### src/rtl/rs_pool.sv
module rs_pool #(
  parameter int NUM_SLOTS = 4,
  parameter int DATA_W    = 32,
  parameter int OP_W      = 6,
  parameter int TAG_W     = 3,
  localparam int CNT_W    = $clog2(NUM_SLOTS + 1)
) (
  input  logic                  clk,
  input  logic                  rst_n,
  input  logic [TAG_W-1:0]      rob_head,
  input  logic                  ins0_valid,
  input  logic [1:0]            ins0_unit,
  input  logic [OP_W-1:0]       ins0_op,
  input  logic [DATA_W-1:0]     ins0_vj,
  input  logic [DATA_W-1:0]     ins0_vk,
  input  logic                  ins0_qj_valid,
  input  logic [TAG_W-1:0]      ins0_qj,
  input  logic                  ins0_qk_valid,
  input  logic [TAG_W-1:0]      ins0_qk,
  input  logic [TAG_W-1:0]      ins0_dest,
  input  logic                  ins1_valid,
  input  logic [1:0]            ins1_unit,
  input  logic [OP_W-1:0]       ins1_op,
  input  logic [DATA_W-1:0]     ins1_vj,
  input  logic [DATA_W-1:0]     ins1_vk,
  input  logic                  ins1_qj_valid,
  input  logic [TAG_W-1:0]      ins1_qj,
  input  logic                  ins1_qk_valid,
  input  logic [TAG_W-1:0]      ins1_qk,
  input  logic [TAG_W-1:0]      ins1_dest,
  input  logic                  cdb_valid,
  input  logic [TAG_W-1:0]      cdb_tag,
  input  logic [DATA_W-1:0]     cdb_value,
  input  logic [3:0]            fu_free,
  output logic [3:0]            iss_valid,
  output logic [4*OP_W-1:0]     iss_op,
  output logic [4*DATA_W-1:0]   iss_vj,
  output logic [4*DATA_W-1:0]   iss_vk,
  output logic [4*TAG_W-1:0]    iss_dest,
  output logic [NUM_SLOTS-1:0]  slot_free,
  output logic [CNT_W-1:0]      free_count
);

  localparam int SLOT_W    = (NUM_SLOTS > 1) ? $clog2(NUM_SLOTS) : 1;
  localparam int NUM_UNITS = 4;

  logic [NUM_SLOTS-1:0] busy, qj_pend, qk_pend, ready, take;
  logic [1:0]           e_unit [NUM_SLOTS];
  logic [OP_W-1:0]      e_op   [NUM_SLOTS];
  logic [DATA_W-1:0]    e_vj   [NUM_SLOTS];
  logic [DATA_W-1:0]    e_vk   [NUM_SLOTS];
  logic [TAG_W-1:0]     e_qj   [NUM_SLOTS];
  logic [TAG_W-1:0]     e_qk   [NUM_SLOTS];
  logic [TAG_W-1:0]     e_dest [NUM_SLOTS];

  logic [CNT_W-1:0]     nfree;
  logic [SLOT_W-1:0]    first_free, second_free, slot1;
  logic                 put0, put1;
  logic [SLOT_W-1:0]    pick  [NUM_UNITS];
  logic [NUM_UNITS-1:0] found;

  logic hit0j, hit0k, hit1j, hit1k;
  assign hit0j = cdb_valid && ins0_qj_valid && ins0_qj == cdb_tag;
  assign hit0k = cdb_valid && ins0_qk_valid && ins0_qk == cdb_tag;
  assign hit1j = cdb_valid && ins1_qj_valid && ins1_qj == cdb_tag;
  assign hit1k = cdb_valid && ins1_qk_valid && ins1_qk == cdb_tag;

  assign ready      = busy & ~qj_pend & ~qk_pend;
  assign slot_free  = ~busy;
  assign free_count = nfree;

  always_comb begin
    nfree       = '0;
    first_free  = '0;
    second_free = '0;
    for (int i = 0; i < NUM_SLOTS; i++) begin
      if (!busy[i]) begin
        if (nfree == CNT_W'(0))      first_free  = SLOT_W'(i);
        else if (nfree == CNT_W'(1)) second_free = SLOT_W'(i);
        nfree = nfree + CNT_W'(1);
      end
    end
  end

  assign put0  = ins0_valid && nfree != CNT_W'(0);
  assign slot1 = ins0_valid ? second_free : first_free;
  assign put1  = ins1_valid && (ins0_valid ? nfree > CNT_W'(1) : nfree != CNT_W'(0));

  always_comb begin
    logic [TAG_W-1:0] age;
    logic [TAG_W-1:0] best;
    take = '0;
    for (int u = 0; u < NUM_UNITS; u++) begin
      found[u] = 1'b0;
      pick[u]  = '0;
      best     = '0;
      for (int i = 0; i < NUM_SLOTS; i++) begin
        age = e_dest[i] - rob_head;
        if (ready[i] && e_unit[i] == 2'(u) && (!found[u] || age < best)) begin
          found[u] = 1'b1;
          best     = age;
          pick[u]  = SLOT_W'(i);
        end
      end
      if (found[u] && fu_free[u]) take[pick[u]] = 1'b1;
    end
  end

  for (genvar u = 0; u < NUM_UNITS; u++) begin : g_port
    assign iss_valid[u]                  = found[u] && fu_free[u];
    assign iss_op[u*OP_W +: OP_W]        = e_op[pick[u]];
    assign iss_vj[u*DATA_W +: DATA_W]    = e_vj[pick[u]];
    assign iss_vk[u*DATA_W +: DATA_W]    = e_vk[pick[u]];
    assign iss_dest[u*TAG_W +: TAG_W]    = e_dest[pick[u]];
  end

  always_ff @(posedge clk) begin
    if (!rst_n) begin
      busy    <= '0;
      qj_pend <= '0;
      qk_pend <= '0;
    end else begin
      for (int i = 0; i < NUM_SLOTS; i++) begin
        if (take[i]) busy[i] <= 1'b0;
        if (busy[i] && cdb_valid) begin
          if (qj_pend[i] && e_qj[i] == cdb_tag) begin
            e_vj[i]    <= cdb_value;
            qj_pend[i] <= 1'b0;
          end
          if (qk_pend[i] && e_qk[i] == cdb_tag) begin
            e_vk[i]    <= cdb_value;
            qk_pend[i] <= 1'b0;
          end
        end
        if (put0 && first_free == SLOT_W'(i)) begin
          busy[i]    <= 1'b1;
          e_unit[i]  <= ins0_unit;
          e_op[i]    <= ins0_op;
          e_dest[i]  <= ins0_dest;
          e_qj[i]    <= ins0_qj;
          e_qk[i]    <= ins0_qk;
          e_vj[i]    <= hit0j ? cdb_value : ins0_vj;
          e_vk[i]    <= hit0k ? cdb_value : ins0_vk;
          qj_pend[i] <= ins0_qj_valid && !hit0j;
          qk_pend[i] <= ins0_qk_valid && !hit0k;
        end else if (put1 && slot1 == SLOT_W'(i)) begin
          busy[i]    <= 1'b1;
          e_unit[i]  <= ins1_unit;
          e_op[i]    <= ins1_op;
          e_dest[i]  <= ins1_dest;
          e_qj[i]    <= ins1_qj;
          e_qk[i]    <= ins1_qk;
          e_vj[i]    <= hit1j ? cdb_value : ins1_vj;
          e_vk[i]    <= hit1k ? cdb_value : ins1_vk;
          qj_pend[i] <= ins1_qj_valid && !hit1j;
          qk_pend[i] <= ins1_qk_valid && !hit1k;
        end
      end
    end
  end

endmodule

### config.mk
export PLATFORM = sky130hd
export DESIGN_NAME = rs_pool
export DESIGN_NICKNAME = d
export VERILOG_FILES = /design/src/rtl/rs_pool.sv
export SDC_FILE = /design/constraint.sdc
export NUM_CORES = 1
export LEC_CHECK = 0
export ABC_CLOCK_PERIOD_IN_PS = 26200
export BUFFER_PORTS_ARGS = -buffer_cell sky130_fd_sc_hd__clkbuf_2
export CAP_MARGIN = 15
export CELL_PAD_IN_SITES_DETAIL_PLACEMENT = 1
export CELL_PAD_IN_SITES_GLOBAL_PLACEMENT = 1
export CORE_ASPECT_RATIO = 1.1
export CORE_MARGIN = 2
export CORE_UTILIZATION = 35
export CTS_BUF_LIST = sky130_fd_sc_hd__clkbuf_16
export DETAILED_ROUTE_END_ITERATION = 8
export HOLD_SLACK_MARGIN = 0.03
export PLACE_DENSITY = 0.8
export SLEW_MARGIN = 40
export SYNTH_ARGS = -nofsm -noshare
export SYNTH_HDL_FRONTEND = slang
export SYNTH_SLANG_ARGS = --single-unit
### constraint.sdc
create_clock -name clk -period 26.2 [get_ports clk]
set_input_delay 5.24 -clock clk [delete_from_list [all_inputs] [get_ports clk]]
set_output_delay 5.24 -clock clk [all_outputs]
set_load 0.03 [all_outputs]
== Word-level counts from Yosys, hierarchy flattened ==
Memory sizes are Yosys's and may differ from the RTL's.
Index checks and enable logic that the tools add are counted.
Storage, ports and cells
  register bits after elaboration: 12
  latch bits: 0
  bits in writable memories: 324
  memory bits (read-only): 0
  bits of input ports: 213
  output and inout port bits: 303
  word-level logic and storage cells: 473
  memories: 7
Operators by class
  $add $sub $neg: 7
  multipliers: 0
  divide/modulo/power cells: 0
  order comparisons: 21
  equality and inequality tests: 33
  shifts and indexed selects: 0
  muxes and demuxes: 217
  bitwise operators: 44
  reduce and logical (&&, ||, !) cells: 132
Memory list
  e_vj: words 4, bits a word 32, read ports 4, clocked after memory_dff 0, write ports 4, line 50  | logic [DATA_W-1:0] e_vj [NUM_SLOTS];
  e_vk: words 4, bits a word 32, read ports 4, clocked after memory_dff 0, write ports 4, line 51  | logic [DATA_W-1:0] e_vk [NUM_SLOTS];
  e_op: words 4, bits a word 6, read ports 4, clocked after memory_dff 0, write ports 4, line 49  | logic [OP_W-1:0] e_op [NUM_SLOTS];
  e_dest: words 4, bits a word 3, read ports 8, clocked after memory_dff 0, write ports 4, line 54  | logic [TAG_W-1:0] e_dest [NUM_SLOTS];
  e_qj: words 4, bits a word 3, read ports 4, clocked after memory_dff 0, write ports 4, line 52  | logic [TAG_W-1:0] e_qj [NUM_SLOTS];
  e_qk: words 4, bits a word 3, read ports 4, clocked after memory_dff 0, write ports 4, line 53  | logic [TAG_W-1:0] e_qk [NUM_SLOTS];
  +1 memories
Operators with widths (count)
  32-bit two-way mux: 20
  1-bit two-way mux: 134
  3-bit two-way mux: 27
  1-bit logical AND: 70
  3-bit nonzero test: 17
  2-bit two-way mux: 24
  3-bit == test: 12
  3-bit < comparator: 12
  1-bit bitwise OR: 36
  2-bit == test, second input constant: 12
  6-bit two-way mux: 4
  1-bit logical NOT: 16
  4-bit two-way mux: 4
  2-bit AND reduction: 8
  2-bit by 1-bit == test with 1-bit output, second input constant: 6
  2-bit logical NOT: 6
  1-bit logical OR: 12
  2-bit by 3-bit < comparator with 1-bit output, second input constant: 4
  4-bit NOT: 3
  4-bit bitwise OR: 3
  3-bit subtractor: 4
  3-bit by 1-bit adder with 3-bit output, second input constant: 3
  3-bit by 1-bit == test with 1-bit output, second input constant: 3
  3-bit logical NOT: 3
  4 further kinds: 11

== Depth between registers and ports, before layout ==
Gate-level depths: netlist of run 1.
  word-level depth: 31
  gate-level depth with buffers: 33
  mapped depth without buffers: 28

== Least setup slack after synthesis of run 1 ==
No wires, ideal clock.
  path type: input port to output port
  from: in rob_head[1]
  to: out iss_vk[111]
  arrival time: 11.055 ns
  data required time: 20.960 ns
  path slack: 9.905 ns
  stages on the path: 28
  path buffers: 6
  path through: inv_1 > fa_1 > xnor2_1 > ha_1 > a21o_1 > a31oi_1 > o211a_1 > clkbuf_1 > clkbuf_1 > nor2_1 > a21oi_1 > ha_1 > a2111oi_2 > a21oi_1 > buf_2 > buf_2 > nand2_1 > o21ai_0 > ha_1 > nand2_1 > nand4_1 > a41o_1 > nor2_1 > a221o_1 > buf_2 > buf_1 > a21oi_1 > a221o_1
Between the ends
  word-level cells in the longest chain between the ends: 15
  elaborated cells on any way between the ends: 24
RTL lines
  from (decl): line 10  | input logic [TAG_W-1:0] rob_head,
  3-bit subtractor: line 98  | age = e_dest[i] - rob_head;
  3-bit two-way mux: line 99  | if (ready[i] && e_unit[i] == 2'(u) && (!found[u] || age < best)) begin
  3-bit < comparator: line 99
  1-bit logical OR: line 99
  1-bit logical AND: line 99
  3-bit two-way mux / 1-bit two-way mux (equally long branches): line 99
  3-bit < comparator / 1-bit logical NOT (equally long branches): line 99
  1-bit logical OR: line 99
  1-bit logical AND: line 99
  3-bit two-way mux / 1-bit two-way mux (equally long branches): line 99
  3-bit < comparator / 1-bit logical NOT (equally long branches): line 99
  1-bit logical OR: line 99
  1-bit logical AND: line 99
  2-bit two-way mux *: line 99
  memory 4 x 32 bit *
  to (decl): line 38  | output logic [4*DATA_W-1:0] iss_vk,
Every way passes the cells marked *; elsewhere a longest branch is shown, timed or not.

== Worst setup path after layout of run 1 ==
  from: in rob_head[0]
  to: out iss_vk[97]
Same word-level chain as after synthesis.

==> out/results.txt, run 1 <==
outcome - finished, final reports clean
Syn Area/Cell - 8.331 sq um
mapped cell area - 28110 sq um
H-tree level count - 2
Post-synth EDFFs - 324
Worst Hold End - qj_pend[2]
layout cells sized above 1 - 21.48%
hold_buf cts - 0
fin. max-slew vios - 0
DR iter-0 viols - 3350
Mapped Cells - 3374
fmax - 55.35 MHz
# Post-CTS Setup Buffers - 0
Layout area overhead - 16.65%
Die Span Y - 301.2 microns
Post-Syn Nets - 3627
area fraction of the dominant cell type after synthesis - 34.61%
GRT Total Usage - 33.79%
critical path type - in -> out
Site Rows - 109
Final Routed Wirelength - 144400 microns
VDD IR max - 0.00008261 V
Final nets - 3923
Starting Density - 35.17%
DR vias - 30440
Hold Fails Final Rpt - 0
post-synthesis sequential area ratio - 35.47%
Top delay family on crit path - compound AO/OA/AOI/OAI gates
clock share of power - 14.1%
ys flop type - edfxtp_1
startpoint types - input port
Final ANT Viol Nets - 0
Setup Skew - 26.91 ps
Avg WL per Cell - 30.25 microns
Critical Path Fanout Max - 38
initial antenna violation count - 29
FF+latch count, synth - 336
Final Wtd Congestion - 0.9315
port bufs - 515
CP required - 20960 ps
Netlist cell types - 84
Total Die Area - 82590 sq um
min-delay worst type - reg -> reg
reg2reg end - busy[1]
Worst-Margin Slew - 1090 ps
first-pass GRT wire length - 206800 microns
Post-Place Worst Slack - 7974 ps
Lkg Pwr - 13.24 nW
post-layout min period - 18070 ps
largest net degree at the start of global routing - 146
Root Buffer - clkbuf_16
Longest Clk Path Bufs - 3
Yosys warning total - 0
# setup viols final - 0
Congestion Overflow GR - 0
crit path buf inv count - 4
Area contributors post-synth - edfxtp_1, mux2i_1, nand2_1
async set-reset flop share out of synthesis - 0%
die width - 274.2 microns
Combinational Power Share - 61.4%
Sequential Power Share - 24.5%
worst r2r path cells - 25
DRT Pass-1 Iters - 5
hold-critical path depth - 2
Clk pin slew, worst setup/hold paths - 60 ps
PnR worst setup slack - 8133 ps
Resized Gates After CTS - 0
cell mode on critical path - ha_1
Clock Sinks - 336
CTS Buf Count - 40
Power, Total - 3.955 mW
critical path arrival - 12830 ps
Detailed Place HPWL - 97340 microns
Pint - 1.844 mW
Min Hold Slack - 632.7 ps
Worst setup EP type - output pin
core area - 79920 sq um
FF-to-FF setup slack - 18700 ps
RSZ-0062 raised after global routing - false
Slowest cell on crit path - o211a_4
TritonCTS clock tree - built
latest clock arrival within the worst-skew pair - 590 ps
relative slew slack - 27.31%
Fillers - 9695
# DRC - 0
vias in the first global route - 30670
critical hold path startpoint - qj_pend[2]
Util after Layout - 41.03%
sw power - 2.111 mW
final period utilization - 68.96%
io pins - 516
pwr dens - 120.6 nW/um^2
largest area contributor in the netlist - edfxtp_1
via/cell ratio - 6.374
maxcap violations - 0
CP max stage delay - 740 ps
r2r startpoint - e_dest[1][0]
Fin Setup TNS - 0 ps
switching part of the total - 53.36%
## state kept, by name, summed over array words and instances (netlist names)
name and cells:
busy 4, e_dest 12, e_op 24, e_qj 12, e_qk 12, e_unit 8, e_vj 128, e_vk 128
qj_pend 4, qk_pend 4
## power groups by stage
| stage | logic [mW] | clock network (mW) | registers [mW] |
|---|---|---|---|
| 2_1_floorplan | 1.63 | 0 | 0.900 |
| 3_3_place_gp | 2.35 | 0 | 0.966 |
| 3_5_place_dp | 2.39 | 0 | 0.971 |
| 4_1_cts | 2.40 | 0.557 | 0.962 |
| 5_1_grt | 2.56 | 0.574 | 0.982 |
| 6_report | 2.43 | 0.558 | 0.969 |
## cells by family (layout without fill, tap and decap cells)
logic type      count (synthesis)  in the layout  share of synthesized area, %
compound gates                972            972                         22.57
xor+xnor                       47             47                         1.518
fa+ha+maj                      40             40                         1.887
other cells                     0             20                             0
simple gates                 1206           1206                         17.74
buf+inv                       346            673                         5.212
flops                         336            336                         35.47
mux                           427            427                         15.60
## tightest hold or removal path: stages (launching register included)
cell	delay, ps
dfxtp_1	370
a222oi_1	110
nor2b_1	110
## cell usage in the layout (no fill, tap or decap), drive strengths merged, types with 36 or more instances in the layout
cell type and instances:
a221o 74, a21oi 175, buf 59, edfxtp 324, a221oi 110, o32ai 36
mux2i 338, ha 36, clkbuf 556, a22o 36, xor2 36, o21ai 408
nand2 735, nor2 286, mux2 89, nand3 79
## per-stage QoR
| step | std cells | cell area (sq um) |
|---|---|---|
| 6_report | 4775 | 32790 |
| 5_1_grt | 4770 | 32780 |
| 4_1_cts | 4753 | 32670 |
| 3_5_place_dp | 4680 | 31400 |
| 3_3_place_gp | 4679 | 31320 |
| 2_1_floorplan | 3374 | 28110 |
## final cells by class
| class | instances | area, sq um | share of cell area, % |
|---|---|---|---|
| multi-input combinational | 2692 | 16970 | 51.75 |
| sequential | 336 | 9970 | 30.41 |
| timing repair buffer | 573 | 3115 | 9.502 |
| tap | 1054 | 1319 | 4.022 |
| clock buffer | 42 | 1051 | 3.205 |
| clock inverter | 31 | 214.0 | 0.6525 |
| inverter | 27 | 101.3 | 0.3091 |
| antenna | 20 | 50.05 | 0.1526 |
## worst max-delay path by stage
stage	depth (start not counted)	startpoint	slack [ps]	to
CTS	26	rob_head[0]	7960	iss_vk[119]
detailed placement	26	rob_head[0]	7970	iss_vk[108]
global placement	25	rob_head[0]	7970	iss_vk[97]
floorplan	28	rob_head[1]	9910	iss_vk[111]
global route	26	rob_head[0]	7820	iss_vk[97]
finish	26	rob_head[0]	8130	iss_vk[97]
## layer usage
layer | routed length (microns) | global-route usage (%) | share of wire [%]
met1 | 55070 | 41.51 | 38
met2 | 66090 | 54.42 | 46
met3 | 14320 | 7.700 | 9.9
met4 | 8826 | 19.38 | 6.1
met5 | 129 | 0 | 0.089
## cells in the mapped netlist, types with 4 or more instances
cell / number
buf_6: 6
o21a_1: 13
xnor2_1: 10
a31oi_1: 4
buf_2: 79
a222oi_1: 6
nor2_2: 4
a221o_1: 74
nand2_1: 734
ha_1: 36
o211ai_1: 6
o21ai_0: 401
mux2i_1: 338
nor2b_1: 24
a221oi_1: 110
clkbuf_1: 210
nand4_1: 5
a21o_1: 6
buf_1: 18
nand2b_1: 9
a2bb2oi_1: 29
inv_1: 26
nand3_1: 79
nor4_1: 10
nor2_1: 282
edfxtp_1: 324
and3_1: 4
o21ai_1: 6
a211o_1: 4
dfxtp_1: 12
a21oi_1: 174
xor2_1: 36
buf_4: 6
fa_1: 4
o32ai_1: 36
a22o_1: 36
a211oi_1: 6
mux2_2: 89
and2_1: 17
o22ai_1: 30
nor3_1: 9
Note: power is estimated with default switching activity, not from simulation.
==> inputs of run 2 (changes only) <==
- ABC_CLOCK_PERIOD_IN_PS: 26200 -> 16800
- clock period: 26.2 -> 16.8 ns (I/O delays scaled with it)
==> run 2 against run 1 <==
Via count increased by 0.14%. Utilization increased by 0.10 points. Clock skew down 11 ps. Clock-buffer cell count unchanged. Highest routed layer unchanged. Register-to-register slack lost 9200 ps. Sequential share of layout area is 0.074 points lower. Power up 58%.
==> out/results.txt, run 2 (same netlist as run 1, synthesis figures left out) <==
vias in the first global route - 30740 (was 30670)
Total Die Area - 82590 sq um (unchanged)
reg2reg end - busy[1] (unchanged)
cell mode on critical path - ha_1 (unchanged)
fin. max-slew vios - 0 (unchanged)
Slowest cell on crit path - o211a_4 (unchanged)
RSZ-0062 raised after global routing - false (unchanged)
hold-critical path depth - 2 (unchanged)
DRT Pass-1 Iters - 6 (was 5)
Pint - 2.937 mW (was 1.844 mW)
VDD IR max - 0.0001329 V (was 0.00008261 V)
Final Routed Wirelength - 144600 microns (was 144400 microns)
first-pass GRT wire length - 206100 microns (was 206800 microns)
relative slew slack - 38.12% (was 27.31%)
worst r2r path cells - 26 (was 25)
maxcap violations - 0 (unchanged)
TritonCTS clock tree - built (unchanged)
Root Buffer - clkbuf_16 (unchanged)
hold_buf cts - 0 (unchanged)
pwr dens - 189.7 nW/um^2 (was 120.6 nW/um^2)
Detailed Place HPWL - 95380 microns (was 97340 microns)
Final nets - 3921 (was 3923)
H-tree level count - 2 (unchanged)
core area - 79920 sq um (unchanged)
outcome - finished, final reports clean (unchanged)
clock share of power - 15.2% (was 14.1%)
Sequential Power Share - 24.0% (was 24.5%)
Non-Filler Instances - 4775 (unchanged)
Layout area overhead - 16.94% (was 16.65%)
biggest regs - e_vj (128), e_vk (128), e_op (24) (unchanged)
Congestion Overflow GR - 0 (unchanged)
DP Area - 31390 sq um (was 31400 sq um)
GRT Total Usage - 33.79% (about the same)
crit path launch - rob_head[0] (unchanged)
Util after Layout - 41.13% (was 41.03%)
Setup Skew - 16.37 ps (was 26.91 ps)
DR iter-0 viols - 3373 (was 3350)
CP max stage delay - 780 ps (was 740 ps)
# setup viols final - 0 (unchanged)
Power, Total - 6.237 mW (was 3.955 mW)
Combinational Power Share - 60.8% (was 61.4%)
# DRC - 0 (unchanged)
final period utilization - 84.47%
Starting Density - 35.17% (unchanged)
largest net degree at the start of global routing - 150 (was 146)
Critical Path Fanout Max - 38 (unchanged)
PnR worst setup slack - 2609 ps (was 8133 ps)
Worst setup EP type - output pin (unchanged)
initial antenna violation count - 38 (was 29)
Resized Gates After CTS - 0 (unchanged)
Die Span Y - 301.2 microns (unchanged)
CTS Buf Count - 41 (was 40)
min-delay worst type - reg -> reg (unchanged)
Lkg Pwr - 13.28 nW (was 13.24 nW)
Top delay family on crit path - compound AO/OA/AOI/OAI gates (unchanged)
Placed Instances - 4677 (was 4680)
Final Wtd Congestion - 0.9139 (was 0.9315)
switching part of the total - 52.91% (was 53.36%)
via/cell ratio - 6.383 (was 6.374)
crit path buf inv count - 4 (unchanged)
Final ANT Viol Nets - 0 (unchanged)
critical path arrival - 10830 ps (was 12830 ps)
Worst-Margin Slew - 928.2 ps (was 1090 ps)
Longest Clk Path Bufs - 3 (unchanged)
Min Hold Slack - 645.9 ps (was 632.7 ps)
DR vias - 30480 (was 30440)
sw power - 3.300 mW (was 2.111 mW)
layout cells sized above 1 - 21.37% (was 21.48%)
most common cell after layout, fill and taps aside - nand2_1 (unchanged)
Site Rows - 109 (unchanged)
# Post-CTS Setup Buffers - 0 (unchanged)
most frequent cells in the layout - nand2_1, clkbuf_2, o21ai_0, mux2i_1, edfxtp_1 (unchanged)
Worst Hold End - qj_pend[2] (unchanged)
Post-Place Worst Slack - 2692 ps (was 7974 ps)
post-layout min period - 14190 ps
die width - 274.2 microns (unchanged)
FF-to-FF setup slack - 9510 ps (was 18700 ps)
Fin Setup TNS - 0 ps (unchanged)
fmax - 70.47 MHz
latest clock arrival within the worst-skew pair - 580 ps (was 590 ps)
Clock Sinks - 336 (unchanged)
port bufs - 515 (unchanged)
critical path type - in -> out (unchanged)
startpoint types - input port (unchanged)
critical hold path startpoint - qj_pend[2] (unchanged)
cell area after layout - 32870 sq um (was 32790 sq um)
io pins - 516 (unchanged)
r2r startpoint - e_dest[0][0] (was e_dest[1][0])
Clk pin slew, worst setup/hold paths - 60 ps (about the same)
Avg WL per Cell - 30.27 microns (was 30.25 microns)
CP required - 13440 ps (was 20960 ps)
Hold Fails Final Rpt - 0 (unchanged)
run 2: cell types whose count changed in the layout (fill, tap and decap cells not counted), moves of 2 or more:
cell,delta
buf_6,-3
bufinv_16,+4
clkinv_1,-2
clkinv_2,-4
clkinvlp_4,-2
diode_2,+4
inv_1,+2
nor2_2,-3
nor2_4,+3
run 2: cell type report:
| cell class | instances | area [sq um] |
|---|---|---|
| multi-input combinational | 2692 | 16970 |
| inverter | 27 | 101.3 |
| clock inverter | 30 | 307.8 |
| clock buffer | 42 | 1051 |
| tap | 1054 | 1319 |
| timing repair buffer | 570 | 3089 |
| antenna | 24 | 60.06 |
| fill | 9694 | 47050 |
| sequential | 336 | 9970 |
run 2: worst reg2reg max path, stage by stage (launching register included):
cell and delay [ps]:
edfxtp_1 450, inv_1 180, ha_1 170, inv_1 40
fa_1 390, xnor2_1 440, nand2_1 150, ha_1 340
a21o_1 180, a31oi_1 290, o211a_4 780, nor2_1 120
a21oi_1 210, ha_1 290, a2111oi_2 700, a21oi_4 250
nand2_1 110, o21ai_0 90, ha_1 320, nand2_1 60
nand4_1 110, a41o_1 150, nand2b_1 70, a211o_1 390
o311ai_0 590, a21oi_1 120, a31o_1 240
run 2: power by group through the flow:
stage               Combinational, mW  Sequential (mW)  Clock, mW
floorplan                        2.55             1.40          0
global route                     4.01             1.52      0.975
global placement                 3.67             1.50          0
finish                           3.79             1.50      0.945
detailed placement               3.74             1.50          0
CTS                              3.76             1.49      0.943
run 2: per-layer routing:
metal  track usage (%)  part of all wire [%]
met3             8.599                    11
met4             19.57                   5.4
met5                 0                  0.13
met1             40.37                    37
met2             55.00                    47
run 2: worst max-delay path by stage:
stage                       end  cells past startpoint  slack (ps)
floorplan           iss_vk[111]                     28        4270
global placement    iss_vj[122]                     26        2900
detailed placement  iss_vj[122]                     26        2690
CTS                 iss_vj[122]                     26        2620
global route        iss_vj[124]                     27        2260
finish              iss_vj[124]                     27        2610
